--- config.mk ---
export PLATFORM = sky130hd
export DESIGN_NAME = pin_change_irq
export DESIGN_NICKNAME = d
export VERILOG_FILES = /design/src/rtl/pci_pkg.sv /design/src/rtl/pci_setclr_reg.sv /design/src/rtl/pci_detect.sv /design/src/rtl/pci_status.sv /design/src/rtl/pin_change_irq.sv
export SDC_FILE = /design/constraint.sdc
export NUM_CORES = 1
export LEC_CHECK = 0
export ABC_CLOCK_PERIOD_IN_PS = 1700
export BUFFER_PORTS_ARGS = -buffer_cell sky130_fd_sc_hd__buf_2
export CORE_UTILIZATION = 45
export DETAILED_ROUTE_END_ITERATION = 8
export RECOVER_POWER = 100
export REMOVE_ABC_BUFFERS = 1
export SLEW_MARGIN = 10
export SYNTH_ARGS = -nofsm -noshare
export SYNTH_HDL_FRONTEND = slang
export SYNTH_SLANG_ARGS = --single-unit
--- constraint.sdc ---
create_clock -name clk -period 1.7 [get_ports clk]
set_clock_uncertainty 0.15 [all_clocks]
set_input_delay 0 -clock clk [delete_from_list [all_inputs] [get_ports clk]]
set_output_delay 0 -clock clk [all_outputs]
set_load 0.005 [all_outputs]
--- src/rtl/pci_pkg.sv ---
package pci_pkg;
    localparam int ADDR_W = 4;
    localparam int NVEC   = 4;   // mask, additional mode, kind, polarity

    localparam logic [ADDR_W-1:0] A_MSK_SET = 4'd0;
    localparam logic [ADDR_W-1:0] A_MSK_CLR = 4'd1;
    localparam logic [ADDR_W-1:0] A_MSK_RD  = 4'd2;
    localparam logic [ADDR_W-1:0] A_AUX_SET = 4'd3;
    localparam logic [ADDR_W-1:0] A_AUX_CLR = 4'd4;
    localparam logic [ADDR_W-1:0] A_AUX_RD  = 4'd5;
    localparam logic [ADDR_W-1:0] A_LVL_SET = 4'd6;
    localparam logic [ADDR_W-1:0] A_EDG_SET = 4'd7;
    localparam logic [ADDR_W-1:0] A_KND_RD  = 4'd8;
    localparam logic [ADDR_W-1:0] A_HI_SET  = 4'd9;
    localparam logic [ADDR_W-1:0] A_LO_SET  = 4'd10;
    localparam logic [ADDR_W-1:0] A_POL_RD  = 4'd11;
    localparam logic [ADDR_W-1:0] A_STA_RD  = 4'd12;

    typedef enum logic [1:0] {
        MODE_ANY_EDGE = 2'd0,
        MODE_ONE_EDGE = 2'd1,
        MODE_LEVEL    = 2'd2
    } det_mode_e;
endpackage

--- src/rtl/pci_setclr_reg.sv ---
module pci_setclr_reg #(
    parameter int W = 32
) (
    input  logic         clk,
    input  logic         rst,
    input  logic [W-1:0] set_i,
    input  logic [W-1:0] clr_i,
    output logic [W-1:0] q_o
);
    logic [W-1:0] q_r;

    always_ff @(posedge clk) begin
        if (rst) q_r <= '0;
        else     q_r <= (q_r | set_i) & ~clr_i;
    end

    assign q_o = q_r;
endmodule

--- src/rtl/pci_detect.sv ---
module pci_detect
    import pci_pkg::*;
#(
    parameter int N = 32
) (
    input  logic         clk,
    input  logic [N-1:0] pin_i,
    input  logic [N-1:0] aux_i,
    input  logic [N-1:0] kind_i,
    input  logic [N-1:0] pol_i,
    output logic [N-1:0] prev_o,
    output logic [N-1:0] evt_o
);
    logic [N-1:0] prev_r;

    // Loads the live input every cycle, reset included, so release sees no edge.
    always_ff @(posedge clk) prev_r <= pin_i;

    assign prev_o = prev_r;

    for (genvar i = 0; i < N; i++) begin : g_pin
        det_mode_e mode;
        logic      rise;
        logic      fall;

        assign rise = pin_i[i] & ~prev_r[i];
        assign fall = ~pin_i[i] & prev_r[i];

        always_comb begin
            if (!aux_i[i])     mode = MODE_ANY_EDGE;
            else if (kind_i[i]) mode = MODE_LEVEL;
            else                mode = MODE_ONE_EDGE;
        end

        always_comb begin
            unique case (mode)
                MODE_ANY_EDGE: evt_o[i] = rise | fall;
                MODE_ONE_EDGE: evt_o[i] = pol_i[i] ? rise : fall;
                MODE_LEVEL:    evt_o[i] = pol_i[i] ? pin_i[i] : ~pin_i[i];
                default:       evt_o[i] = 1'b0;
            endcase
        end
    end
endmodule

--- src/rtl/pci_status.sv ---
module pci_status #(
    parameter int N = 32
) (
    input  logic         clk,
    input  logic         rst,
    input  logic [N-1:0] evt_i,
    input  logic [N-1:0] mask_i,
    input  logic         clr_i,
    output logic [N-1:0] status_o,
    output logic         irq_o
);
    logic [N-1:0] sta_r;
    logic         irq_r;

    always_ff @(posedge clk) begin
        if (rst) begin
            sta_r <= '0;
            irq_r <= 1'b0;
        end else begin
            sta_r <= (clr_i ? '0 : sta_r) | evt_i;
            irq_r <= |(sta_r & mask_i);
        end
    end

    assign status_o = sta_r;
    assign irq_o    = irq_r;
endmodule

--- src/rtl/pin_change_irq.sv ---
module pin_change_irq
    import pci_pkg::*;
#(
    parameter int NPINS = 32
) (
    input  logic             clk,
    input  logic             rst,
    input  logic [NPINS-1:0] pin_i,
    input  logic             wr_en_i,
    input  logic             rd_en_i,
    input  logic [3:0]       addr_i,
    input  logic [NPINS-1:0] wdata_i,
    output logic [NPINS-1:0] rdata_o,
    output logic             irq_o
);
    localparam logic [ADDR_W-1:0] SET_A [NVEC] = '{A_MSK_SET, A_AUX_SET, A_LVL_SET, A_HI_SET};
    localparam logic [ADDR_W-1:0] CLR_A [NVEC] = '{A_MSK_CLR, A_AUX_CLR, A_EDG_SET, A_LO_SET};

    logic [NPINS-1:0] vec_q [NVEC];
    logic [NPINS-1:0] prev_w;
    logic [NPINS-1:0] evt_w;
    logic [NPINS-1:0] status_w;
    logic             sta_clr;

    for (genvar v = 0; v < NVEC; v++) begin : g_vec
        logic [NPINS-1:0] set_v;
        logic [NPINS-1:0] clr_v;

        assign set_v = (wr_en_i && addr_i == SET_A[v]) ? wdata_i : '0;
        assign clr_v = (wr_en_i && addr_i == CLR_A[v]) ? wdata_i : '0;

        pci_setclr_reg #(.W(NPINS)) u_reg (
            .clk   (clk),
            .rst   (rst),
            .set_i (set_v),
            .clr_i (clr_v),
            .q_o   (vec_q[v])
        );
    end

    pci_detect #(.N(NPINS)) u_det (
        .clk    (clk),
        .pin_i  (pin_i),
        .aux_i  (vec_q[1]),
        .kind_i (vec_q[2]),
        .pol_i  (vec_q[3]),
        .prev_o (prev_w),
        .evt_o  (evt_w)
    );

    assign sta_clr = rd_en_i && (addr_i == A_STA_RD);

    pci_status #(.N(NPINS)) u_sta (
        .clk      (clk),
        .rst      (rst),
        .evt_i    (evt_w),
        .mask_i   (vec_q[0]),
        .clr_i    (sta_clr),
        .status_o (status_w),
        .irq_o    (irq_o)
    );

    always_comb begin
        case (addr_i)
            A_MSK_RD: rdata_o = vec_q[0];
            A_AUX_RD: rdata_o = vec_q[1];
            A_KND_RD: rdata_o = vec_q[2];
            A_POL_RD: rdata_o = vec_q[3];
            A_STA_RD: rdata_o = status_w;
            default:  rdata_o = '0;
        endcase
    end
endmodule

==> results of run 1 <==
-- state kept, by name, summed over array words and instances, names as in the netlist --
name	cells
g_vec.u_reg.q_o	128
u_det.prev_o	32
u_sta.irq_o	1
u_sta.status_o	32
-- layout make-up --
cell class | instances | area, um^2
clock buffer | 22 | 464.2
clock inverter | 10 | 110.1
fill | 2021 | 9464
inverter | 64 | 240.2
multi-input combinational | 693 | 4976
sequential | 193 | 3864
tap | 275 | 344.1
timing repair buffer | 202 | 1493
-- repair_timing --
item	CTS	global route
endpoints found under the setup margin	0	1
buffers inserted	0	3
hold buffers	68	0
hold endpoints to repair	192	0
-- metal layers --
metal	vias to the layer above	part of all wire [%]	routed length (um)	track usage [%]
li1	4117	-	-	-
met1	3954	48	12440	33.64
met2	210	46	12030	38.92
met3	19	5.2	1356	3.549
met4	0	0.85	222	6.134
met5	-	0	0	0
-- logic make-up after synthesis --
logic type	after synthesis
buffers and inverters	157
DFF	193
adders and majority gates	64
and+or+nand+nor	133
xor gates and xnor gates	1
muxes	63
AOI/OAI and AO/OA	432
-- how the worst max path moves through the flow --
stage	end	slack [ns]	startpoint	cells past startpoint
4_1_cts	rdata_o[9]	0.09	g_vec[2].u_reg.q_o[9]	3
2_1_floorplan	u_sta.status_o[0]	-2.62	addr_i[0]	4
3_5_place_dp	g_vec[1].u_reg.q_o[20]	0.14	addr_i[3]	6
5_1_grt	rdata_o[9]	0.03	g_vec[1].u_reg.q_o[9]	3
3_3_place_gp	g_vec[0].u_reg.q_o[1]	0.19	addr_i[3]	6
6_report	rdata_o[9]	0.08	g_vec[2].u_reg.q_o[9]	3
-- where the power goes --
| part | internal, mW | total (mW) | leakage (nW) | switching [mW] |
|---|---|---|---|---|
| clock network | 2.24 | 3.97 | 0.272 | 1.73 |
| registers | 4.68 | 4.80 | 1.58 | 0.122 |
| logic | 0.434 | 0.983 | 2.48 | 0.549 |
| total | 7.35 | 9.75 | 4.33 | 2.41 |
-- synthesized netlist by cell type (all sizes together) --
library cell,n
nand2b,3
nor2,40
buf,53
nand4,4
nor4,1
mux2i,31
nor4bb,1
a21oi,192
a222oi,22
mux2,32
ha,64
nand3,10
nand2,66
nor3b,1
a22oi,58
nor3,4
o211ai,32
dfxtp,193
a211oi,128
or3b,1
xor2,1
nand3b,2
inv,64
clkbuf,40
-- layout by cell type, fill, tap and decap left out, drive strengths merged, types with 10 or more instances in the layout --
cell / Yosys / layout
dlygate4sd3: 0 / 68
nand2: 66 / 66
a211oi: 128 / 128
nor2: 40 / 40
ha: 64 / 64
mux2i: 31 / 31
a21oi: 192 / 192
nand3: 10 / 10
mux2: 32 / 32
inv: 64 / 64
a222oi: 22 / 22
buf: 53 / 80
clkbuf: 40 / 76
a22oi: 58 / 58
dfxtp: 193 / 193
o211ai: 32 / 32
-- through the flow --
step / total power, mW / setup slack, ns / instance area, um^2 / utilization [%]
after global routing: 10.16 / 0.02950 / 11490 / 54.84
after floorplan: 5.294 / -2.625 / 9133 / -
after CTS: 9.852 / 0.08790 / 11690 / 55.80
after detailed placement: 5.798 / 0.1405 / 10440 / 49.81
final: 9.753 / 0.07610 / 11490 / 54.84
after global placement: 5.783 / 0.1922 / 10440 / 49.81
-- worst max-delay path: cells and delay by family (launching register included) --
family / cells / cell delay, ns
buf+inv: 1 / 0.16
flops: 1 / 0.35
simple gates: 1 / 0.15
compound gates: 1 / 0.39
==> impl_metrics.py, run 1 <==
metrics = {
    "clock_network": {
        "clk_root_buffer_cell": "clkbuf_16",
        "cts_resized": 0,
        "cts_inserted_buffers": 17,
        "cts_sinks": 193,
        "cts_max_level": 4,
        "worstSkewPairLatency_ns": 0.43,
        "clkTransAtPathRegs_ns": 0.07,
        "cts_tree": "yes",
        "cts_max_path_bufs": 2,
    },
    "logic_synthesis": {
        "synth_simple_gate_area_share_pct": 6.057,
        "synth_compound_gate_area_share_pct": 30.97,
        "synth_largest_type_area_fraction_pct": 40.31,
        "synth_cells": 1043,
        "synth_xor_area_share_pct": 0.09138,
        "netlist_top_cells_area": "dfxtp_1 (40%), a21oi_1 (10%), ha_1 (8.4%)",
        "ys_ff_latch": 193,
        "synth_mux_area_share_pct": 6.997,
        "synth-adder-area-share_pct": 8.355,
        "syn-mean-instance-area_um2": 9.189,
        "synthesis.yosys.warnings": 0,
        "largest_family_of_logic_cells_by_synthesized_area": "compound AO/OA/AOI/OAI gates",
        "syn_area_um2": 9584,
        "synth_cell_type_count": 29,
        "yosysSeqAreaShare_pct": 40.31,
        "synthDominantAreaCellType": "dfxtp_1",
    },
    "route": {
        "wire_per_inst_um": 17.85,
        "detailedRoute.firstPassIterationCount": 5,
        "routed_wl_mm": 26.05,
        "post-route-drc-count": 0,
        "drt_iter0_markers": 611,
        "drt-vias-per-instance": 5.689,
        "antenna_violating_nets_post_route": 0,
        "via_count": 8300,
    },
    "sta": {
        "setup_total_negative_slack_ns": 0,
        "post_route_worst_hold_slack_ns": 0.05717,
        "report.final.slew_viol_count": 0,
        "actual_slew_at_the_worst_max_slew_pin_ns": 0.7768,
        "fmaxAchievable_mhz": 615.8,
        "max-slew-margin-rel_pct": 48.21,
        "finalCritPeriodShare_pct": 95.52,
        "finalHoldViolCount": 0,
        "setup_repair_after_global_routing_missed_its_margin": "no",
        "final.min_clock_period_ns": 1.624,
        "setup_viol_count_final": 0,
    },
    "placed_design": {
        "gpl.final_weighted_congestion": 0.7795,
        "place.detailed.instances": 1355,
        "dp.final_hpwl_mm": 16.06,
        "io_buffer_count": 104,
    },
    "floorplan": {
        "std_cell_rows": 53,
        "die_height_um": 147.9,
        "start_util_pct": 45.74,
        "core_region_area_um2": 20960,
        "die_w_um": 147.9,
        "boundaryPins": 105,
        "floorplan.die_area_um2": 21890,
    },
    "final_layout": {
        "num-nets-final": 1307,
        "antennaDiodeCount": 0,
        "final_cell_count_without_fillers": 1459,
        "drive_above_1_share_pct": 14.44,
        "layout_overhead_on_the_synthesized_area_pct": 19.90,
    },
    "setup_path": {
        "rrSetupSlack_ns": 0.20,
        "worstPathCellList": "a222oi_1 -> nand2_1 -> buf_2",
        "worstSetupPathType": "flop to primary output",
        "reg2reg_depth": 4,
        "worst_r2r_startpoint": "g_vec[0].u_reg.q_o[17]",
        "cp_slowest_stage_delay_ns": 0.39,
        "worstPathRequired_ns": 1.55,
        "timing.critical_path.slowest_stage_cell": "a222oi_1",
        "timing.critical_path.arrival_ns": 1.47,
        "end_kind": "primary output",
        "crit_fanout": 4,
        "cp-start-kind": "flop",
        "worstReg2RegEnd": "u_sta.irq_o",
    },
    "run": {
        "drv_cap": 0,
    },
    "power_and_ir_drop": {
        "leak_pwr_nw": 4.328,
        "power.density_nw_per_um2": 848.7,
        "irDropWorstVdd_mv": 0.6284,
    },
    "global_route": {
        "grt_pass1_wl_mm": 41.66,
        "grt_overflow": 0,
        "first_global_vias": 7764,
        "grt_antenna_before_repair": 0,
        "grt_usage_pct": 24.12,
        "grt_start_max_net_pins": 45,
    },
    "hold_path": {
        "timing.hold.worst_path_depth": 5,
        "worst_hold_path_type": "input port to flop",
        "hp-start": "addr_i[0]",
        "timing.hold.worst_endpoint": "g_vec[0].u_reg.q_o[1]",
    },
    "outcome": {
        "status": "finished clean",
    },
}
No activity file was read; power rests on OpenSTA's default activity.
==> run 2: changes to the inputs <==
--- a/config.mk
+++ b/config.mk
@@ -6,7 +6,7 @@
 export NUM_CORES = 1
 export LEC_CHECK = 0
 export ABC_CLOCK_PERIOD_IN_PS = 1700
-export BUFFER_PORTS_ARGS = -buffer_cell sky130_fd_sc_hd__buf_2
+export BUFFER_PORTS_ARGS = -buffer_cell sky130_fd_sc_hd__buf_4
 export CORE_UTILIZATION = 45
 export DETAILED_ROUTE_END_ITERATION = 8
 export RECOVER_POWER = 100
==> constraint.sdc (replaced) <==
create_clock -name clk -period 1.7 [get_ports clk]
set_clock_uncertainty 0.15 [all_clocks]
set_input_delay 0 -clock clk [delete_from_list [all_inputs] [get_ports clk]]
set_output_delay 0 -clock clk [all_outputs]
set_load 0.02 [all_outputs]
==> run 2 against run 1 <==
Effect of this change:
- fmax down 0.69%
- worst hold slack improved by 0.010 ns
- sequential cell count stayed put
- combinational power grew 6%
- first-iteration DRC count decreased by 7.7%
- critical path depth did not move
- routed wire length down 0.13%
- critical path type unchanged
- critical endpoint unchanged
- largest power group unchanged
==> impl_metrics.py, run 2 (same netlist as run 1, synthesis figures left out) <==
metrics = {
    "outcome": {
        "status": "finished clean",
    },
    "floorplan": {
        "die_w_um": 147.9,
        "floorplan.die_area_um2": 21890,
        "boundaryPins": 105,
        "start_util_pct": 45.74,
        "die_height_um": 147.9,
        "core_region_area_um2": 20960,
        "std_cell_rows": 53,
    },
    "clock_network": {
        "clk_root_buffer_cell": "clkbuf_16",
        "cts_max_path_bufs": 2,
        "cts_inserted_buffers": 17,
        "cts_max_level": 4,
        "cts_sinks": 193,
        "cts_tree": "yes",
        "clkTransAtPathRegs_ns": 0.07,
        "worstSkewPairLatency_ns": 0.43,
    },
    "power_and_ir_drop": {
        "finalPower_mw": 9.588,
        "irDropWorstVdd_mv": 0.5052,
        "power.share.clock_pct": 39.1,
        "seq_power_share_pct": 50.1,
        "power.density_nw_per_um2": 827.9,
        "power.switching_fraction_pct": 25.94,
        "combinationalPowerShare_pct": 10.8,
        "switchingPower_mw": 2.487,
        "p_int_mw": 7.101,
        "leak_pwr_nw": 4.325,
    },
    "placed_design": {
        "io_buffer_count": 104,
        "dp_worst_setup_slack_ns": 0.1417,
        "placed_area_um2": 10690,
        "gpl.final_weighted_congestion": 0.7879,
        "dp.final_hpwl_mm": 16.07,
    },
    "global_route": {
        "first_global_vias": 7763,
        "grt_overflow": 0,
        "grt_antenna_before_repair": 0,
        "grt_usage_pct": 24.33,
        "grt_pass1_wl_mm": 41.66,
        "grt_start_max_net_pins": 45,
    },
    "route": {
        "antenna_violating_nets_post_route": 0,
        "wire_per_inst_um": 17.93,
        "detailedRoute.firstPassIterationCount": 5,
        "drt_iter0_markers": 564,
        "routed_wl_mm": 26.02,
        "post-route-drc-count": 0,
        "via_count": 8300,
        "drt-vias-per-instance": 5.720,
    },
    "final_layout": {
        "layout_overhead_on_the_synthesized_area_pct": 20.84,
        "antennaDiodeCount": 0,
        "postLayoutCellArea_um2": 11580,
        "final_cell_mix": "a21oi_1 (192), dfxtp_1 (192), a211oi_1 (101)",
        "largest_reg_flops": 128,
        "num-nets-final": 1299,
        "drive_above_1_share_pct": 15.99,
    },
    "sta": {
        "report.final.slew_viol_count": 0,
        "post_route_worst_hold_slack_ns": 0.06728,
        "max-slew-margin-rel_pct": 39.49,
        "fmaxAchievable_mhz": 611.6,
        "actual_slew_at_the_worst_max_slew_pin_ns": 0.9077,
        "finalCritPeriodShare_pct": 96.18,
        "setup_viol_count_final": 0,
        "final.min_clock_period_ns": 1.635,
        "setup_repair_after_global_routing_missed_its_margin": "yes",
        "final_critical_path_setup_slack_ns": 0.06486,
        "finalHoldViolCount": 0,
    },
    "setup_path": {
        "rrSetupSlack_ns": 0.17,
        "worst_r2r_startpoint": "g_vec[0].u_reg.q_o[17]",
        "worst_setup_path_endpoint": "rdata_o[9]",
        "end_kind": "primary output",
        "worstReg2RegEnd": "u_sta.irq_o",
        "worstSetupPathType": "flop to primary output",
        "worstPathRequired_ns": 1.55,
        "timing.critical_path.arrival_ns": 1.49,
        "reg2reg_depth": 4,
        "worstSetupStartpoint": "g_vec[1].u_reg.q_o[9]",
        "crit_fanout": 4,
        "cp-start-kind": "flop",
    },
    "run": {
        "drv_cap": 0,
    },
    "hold_path": {
        "worst_hold_path_type": "input port to flop",
    },
}
-- run 2: metal layers --
layer,vias up,global-route usage (%),wire length (um)
met4,0,6.134,339
li1,4107,-,-
met5,-,0,0
met2,216,38.99,11990
met3,27,3.827,1284
met1,3950,34.01,12400
-- run 2: worst max-delay path: stages, from the launching register on --
cell and delay [ns]:
dfxtp_2 0.33, a222oi_1 0.40, nand2_1 0.17, buf_6 0.16
-- run 2: final cells by class --
| cell class | instances | area, um^2 |
|---|---|---|
| Clock buffer | 21 | 460.4 |
| Tap cell | 275 | 344.1 |
| Clock inverter | 11 | 81.33 |
| Fill cell | 2022 | 9374 |
| Timing Repair Buffer | 194 | 1523 |
| Inverter | 64 | 240.2 |
| Sequential cell | 193 | 3865 |
| Multi-Input combinational cell | 693 | 5067 |
-- run 2: through the flow --
stage               utilization, %  std cells  setup TNS [ns]
floorplan                        -        950         -185.46
global placement             51.01       1354               0
detailed placement           51.01       1354               0
CTS                          56.70       1451               0
global route                 55.27       1451        -0.06369
finish                       55.27       1451               0
-- run 2: repair_timing --
action	CTS	global route
setup buffers	0	0
resized for setup	0	2
setup endpoints to repair	0	1
hold buffers	65	0
endpoints found under the hold margin	192	0
-- run 2: power groups by stage --
stage / registers (mW) / logic, mW / clock network [mW]
floorplan: 4.87 / 0.443 / 0
global placement: 4.90 / 0.956 / 0
CTS: 4.80 / 1.10 / 3.86
global route: 4.82 / 1.16 / 4.01
detailed placement: 4.90 / 0.975 / 0
finish: 4.80 / 1.04 / 3.75
-- run 2: worst min path at each step --
stage                                    end  cells after the start  slack [ns]  startpoint
after floorplan              u_det.prev_o[0]                      0       -0.12    pin_i[0]
after global placement      u_det.prev_o[29]                      1       -0.02   pin_i[29]
after detailed placement     u_det.prev_o[4]                      1       -0.02    pin_i[4]
after CTS                  u_sta.status_o[0]                      5        0.04     rd_en_i
after global routing      u_sta.status_o[28]                      5        0.07     rd_en_i
final                      u_sta.status_o[0]                      5        0.07     rd_en_i
==> run 3: changes to the inputs <==
==> constraint.sdc (replaced) <==
create_clock -name clk -period 1.7 [get_ports clk]
set_clock_uncertainty 0.15 [all_clocks]
set_input_delay 0.085 -clock clk [delete_from_list [all_inputs] [get_ports clk]]
set_output_delay 0.085 -clock clk [all_outputs]
set_load 0.02 [all_outputs]
==> run 3 against run 2 <==
Effect of this change:
- combinational power about the same
- via count rose by 1.3%
- sequential power is essentially flat
- die area unchanged
- register-to-register slack better by 0.06 ns
- fmax fell by 1.9%
- critical path type is now input port to flop
- largest power group unchanged
==> impl_metrics.py, run 3 (same netlist as run 1, synthesis figures left out) <==
metrics = {
    "outcome": {
        "status": "finished clean",
    },
    "final_layout": {
        "mostFrequentLayoutCell": "a21oi_1",
        "utilization_pct": 56.22,
        "fillCellCount": 1965,
        "antennaDiodeCount": 0,
        "largest_reg_flops": 128,
        "layout_overhead_on_the_synthesized_area_pct": 22.92,
        "num-nets-final": 1307,
        "postLayoutCellArea_um2": 11780,
        "drive_above_1_share_pct": 18.83,
        "final_cell_mix": "a21oi_1 (192), dfxtp_1 (173), a211oi_1 (101)",
    },
    "setup_path": {
        "worstSetupStartpoint": "addr_i[3]",
        "worstSetupPathType": "input port to flop",
        "rrSetupSlack_ns": 0.23,
        "worst_r2r_startpoint": "g_vec[0].u_reg.q_o[14]",
        "timing.critical_path.slowest_stage_cell": "buf_2",
        "worstPathRequired_ns": 1.88,
        "timing.critical_path.arrival_ns": 1.84,
        "crit_fanout": 32,
        "worst_setup_path_endpoint": "g_vec[1].u_reg.q_o[30]",
        "worstReg2RegEnd": "u_sta.irq_o",
        "cp_slowest_stage_delay_ns": 0.65,
        "end_kind": "flop",
        "worstPathCellList": "buf_4 -> or3b_4 -> nor2_1 -> buf_2 -> a21oi_1 -> a211oi_1",
        "cp-start-kind": "input port",
        "reg2reg_depth": 4,
    },
    "sta": {
        "setup_total_negative_slack_ns": 0,
        "setup_repair_after_global_routing_missed_its_margin": "yes",
        "finalHoldViolCount": 0,
        "setup_viol_count_final": 0,
        "final_critical_path_setup_slack_ns": 0.03340,
        "final.min_clock_period_ns": 1.667,
        "finalCritPeriodShare_pct": 98.04,
        "report.final.slew_viol_count": 0,
        "actual_slew_at_the_worst_max_slew_pin_ns": 0.8095,
        "max-slew-margin-rel_pct": 46.03,
        "fmaxAchievable_mhz": 600.0,
    },
    "route": {
        "antenna_violating_nets_post_route": 0,
        "via_count": 8411,
        "wire_per_inst_um": 18.30,
        "routed_wl_mm": 26.70,
        "detailedRoute.firstPassIterationCount": 6,
        "post-route-drc-count": 0,
        "drt-vias-per-instance": 5.765,
        "drt_iter0_markers": 591,
    },
    "global_route": {
        "first_global_vias": 7830,
        "grt_antenna_before_repair": 0,
        "grt_start_max_net_pins": 77,
        "grt_usage_pct": 25.25,
        "grt_overflow": 0,
        "grt_pass1_wl_mm": 42.99,
    },
    "floorplan": {
        "std_cell_rows": 53,
        "die_w_um": 147.9,
        "boundaryPins": 105,
        "die_height_um": 147.9,
        "core_region_area_um2": 20960,
        "start_util_pct": 45.74,
        "floorplan.die_area_um2": 21890,
    },
    "power_and_ir_drop": {
        "finalPower_mw": 9.986,
        "leak_pwr_nw": 4.451,
        "power.share.clock_pct": 41.3,
        "switchingPower_mw": 2.497,
        "p_int_mw": 7.489,
        "combinationalPowerShare_pct": 10.5,
        "power.density_nw_per_um2": 847.6,
        "seq_power_share_pct": 48.1,
        "power.switching_fraction_pct": 25.00,
        "irDropWorstVdd_mv": 0.5741,
    },
    "run": {
        "drv_cap": 0,
    },
    "clock_network": {
        "cts_max_level": 4,
        "worstSkewPairLatency_ns": 0.43,
        "cts_sinks": 193,
        "cts_inserted_buffers": 17,
        "cts_max_path_bufs": 2,
        "clk_root_buffer_cell": "clkbuf_16",
        "cts_tree": "yes",
        "clkTransAtPathRegs_ns": 0.07,
    },
    "placed_design": {
        "dp.final_hpwl_mm": 16.61,
        "io_buffer_count": 104,
        "gpl.final_weighted_congestion": 0.8144,
        "dp_worst_setup_slack_ns": 0.06806,
        "placed_area_um2": 10730,
    },
    "hold_path": {
        "worst_hold_path_type": "input port to flop",
    },
}
run 3: cell count changes in the layout (fill, tap and decap cells not counted), sizes merged:
cell	before	now
clkinv	6	5
inv	67	66
dlygate4sd3	65	64
bufinv	0	2
buf	63	86
clkbuf	87	73
run 3: power by group through the flow:
stage	Clock, mW	Combinational [mW]	Sequential (mW)
after global placement	0	0.958	4.90
after CTS	4.21	1.10	4.80
after detailed placement	0	0.978	4.90
final	4.13	1.05	4.80
after global routing	4.42	1.17	4.82
after floorplan	0	0.443	4.87
run 3: metrics by stage:
step                      hold slack (ns)  std cells
after floorplan                  -0.03728        950
after global routing              0.01458       1459
after detailed placement          0.06844       1361
after global placement            0.06654       1361
final                             0.01300       1459
after CTS                        0.001908       1457
run 3: how the worst min path moves through the flow:
| stage | from | to | depth (start not counted) |
|---|---|---|---|
| floorplan | pin_i[0] | u_det.prev_o[0] | 0 |
| global placement | pin_i[29] | u_det.prev_o[29] | 1 |
| detailed placement | pin_i[10] | u_det.prev_o[10] | 1 |
| CTS | rst | u_sta.status_o[1] | 3 |
| global route | rst | u_sta.status_o[0] | 3 |
| finish | rst | u_sta.status_o[1] | 3 |
run 3: final cells by class:
| type | instances | area (um^2) | area share [%] |
|---|---|---|---|
| clock buffers | 21 | 480.5 | 4.078 |
| well taps | 275 | 344.1 | 2.921 |
| multi-input cells | 693 | 5056 | 42.92 |
| flip-flops and latches | 193 | 3889 | 33.01 |
| clock inverters | 11 | 127.6 | 1.083 |
| repair buffers | 202 | 1644 | 13.95 |
| inverters | 64 | 240.2 | 2.039 |
run 3: what timing repair did:
action                                  in CTS  in global routing
hold buffers                                64                  0
gates resized for setup                      0                 27
setup buffers                                0                  2
endpoints found under the hold margin      192                  0
endpoints found under the setup margin       0                 16
run 3: per-layer routing:
layer | part of all wire [%] | GRT usage [%] | vias to the layer above
li1 | - | - | 4142
met1 | 48 | 35.63 | 4036
met2 | 46 | 39.81 | 208
met3 | 5.1 | 4.907 | 25
met4 | 0.98 | 5.361 | 0
met5 | 0 | 0 | -
run 3: worst max-delay path: cells and delay by family:
family | cells | cell delay [ns]
buf+inv | 2 | 0.79
simple gates | 2 | 0.52
compound gates | 2 | 0.43
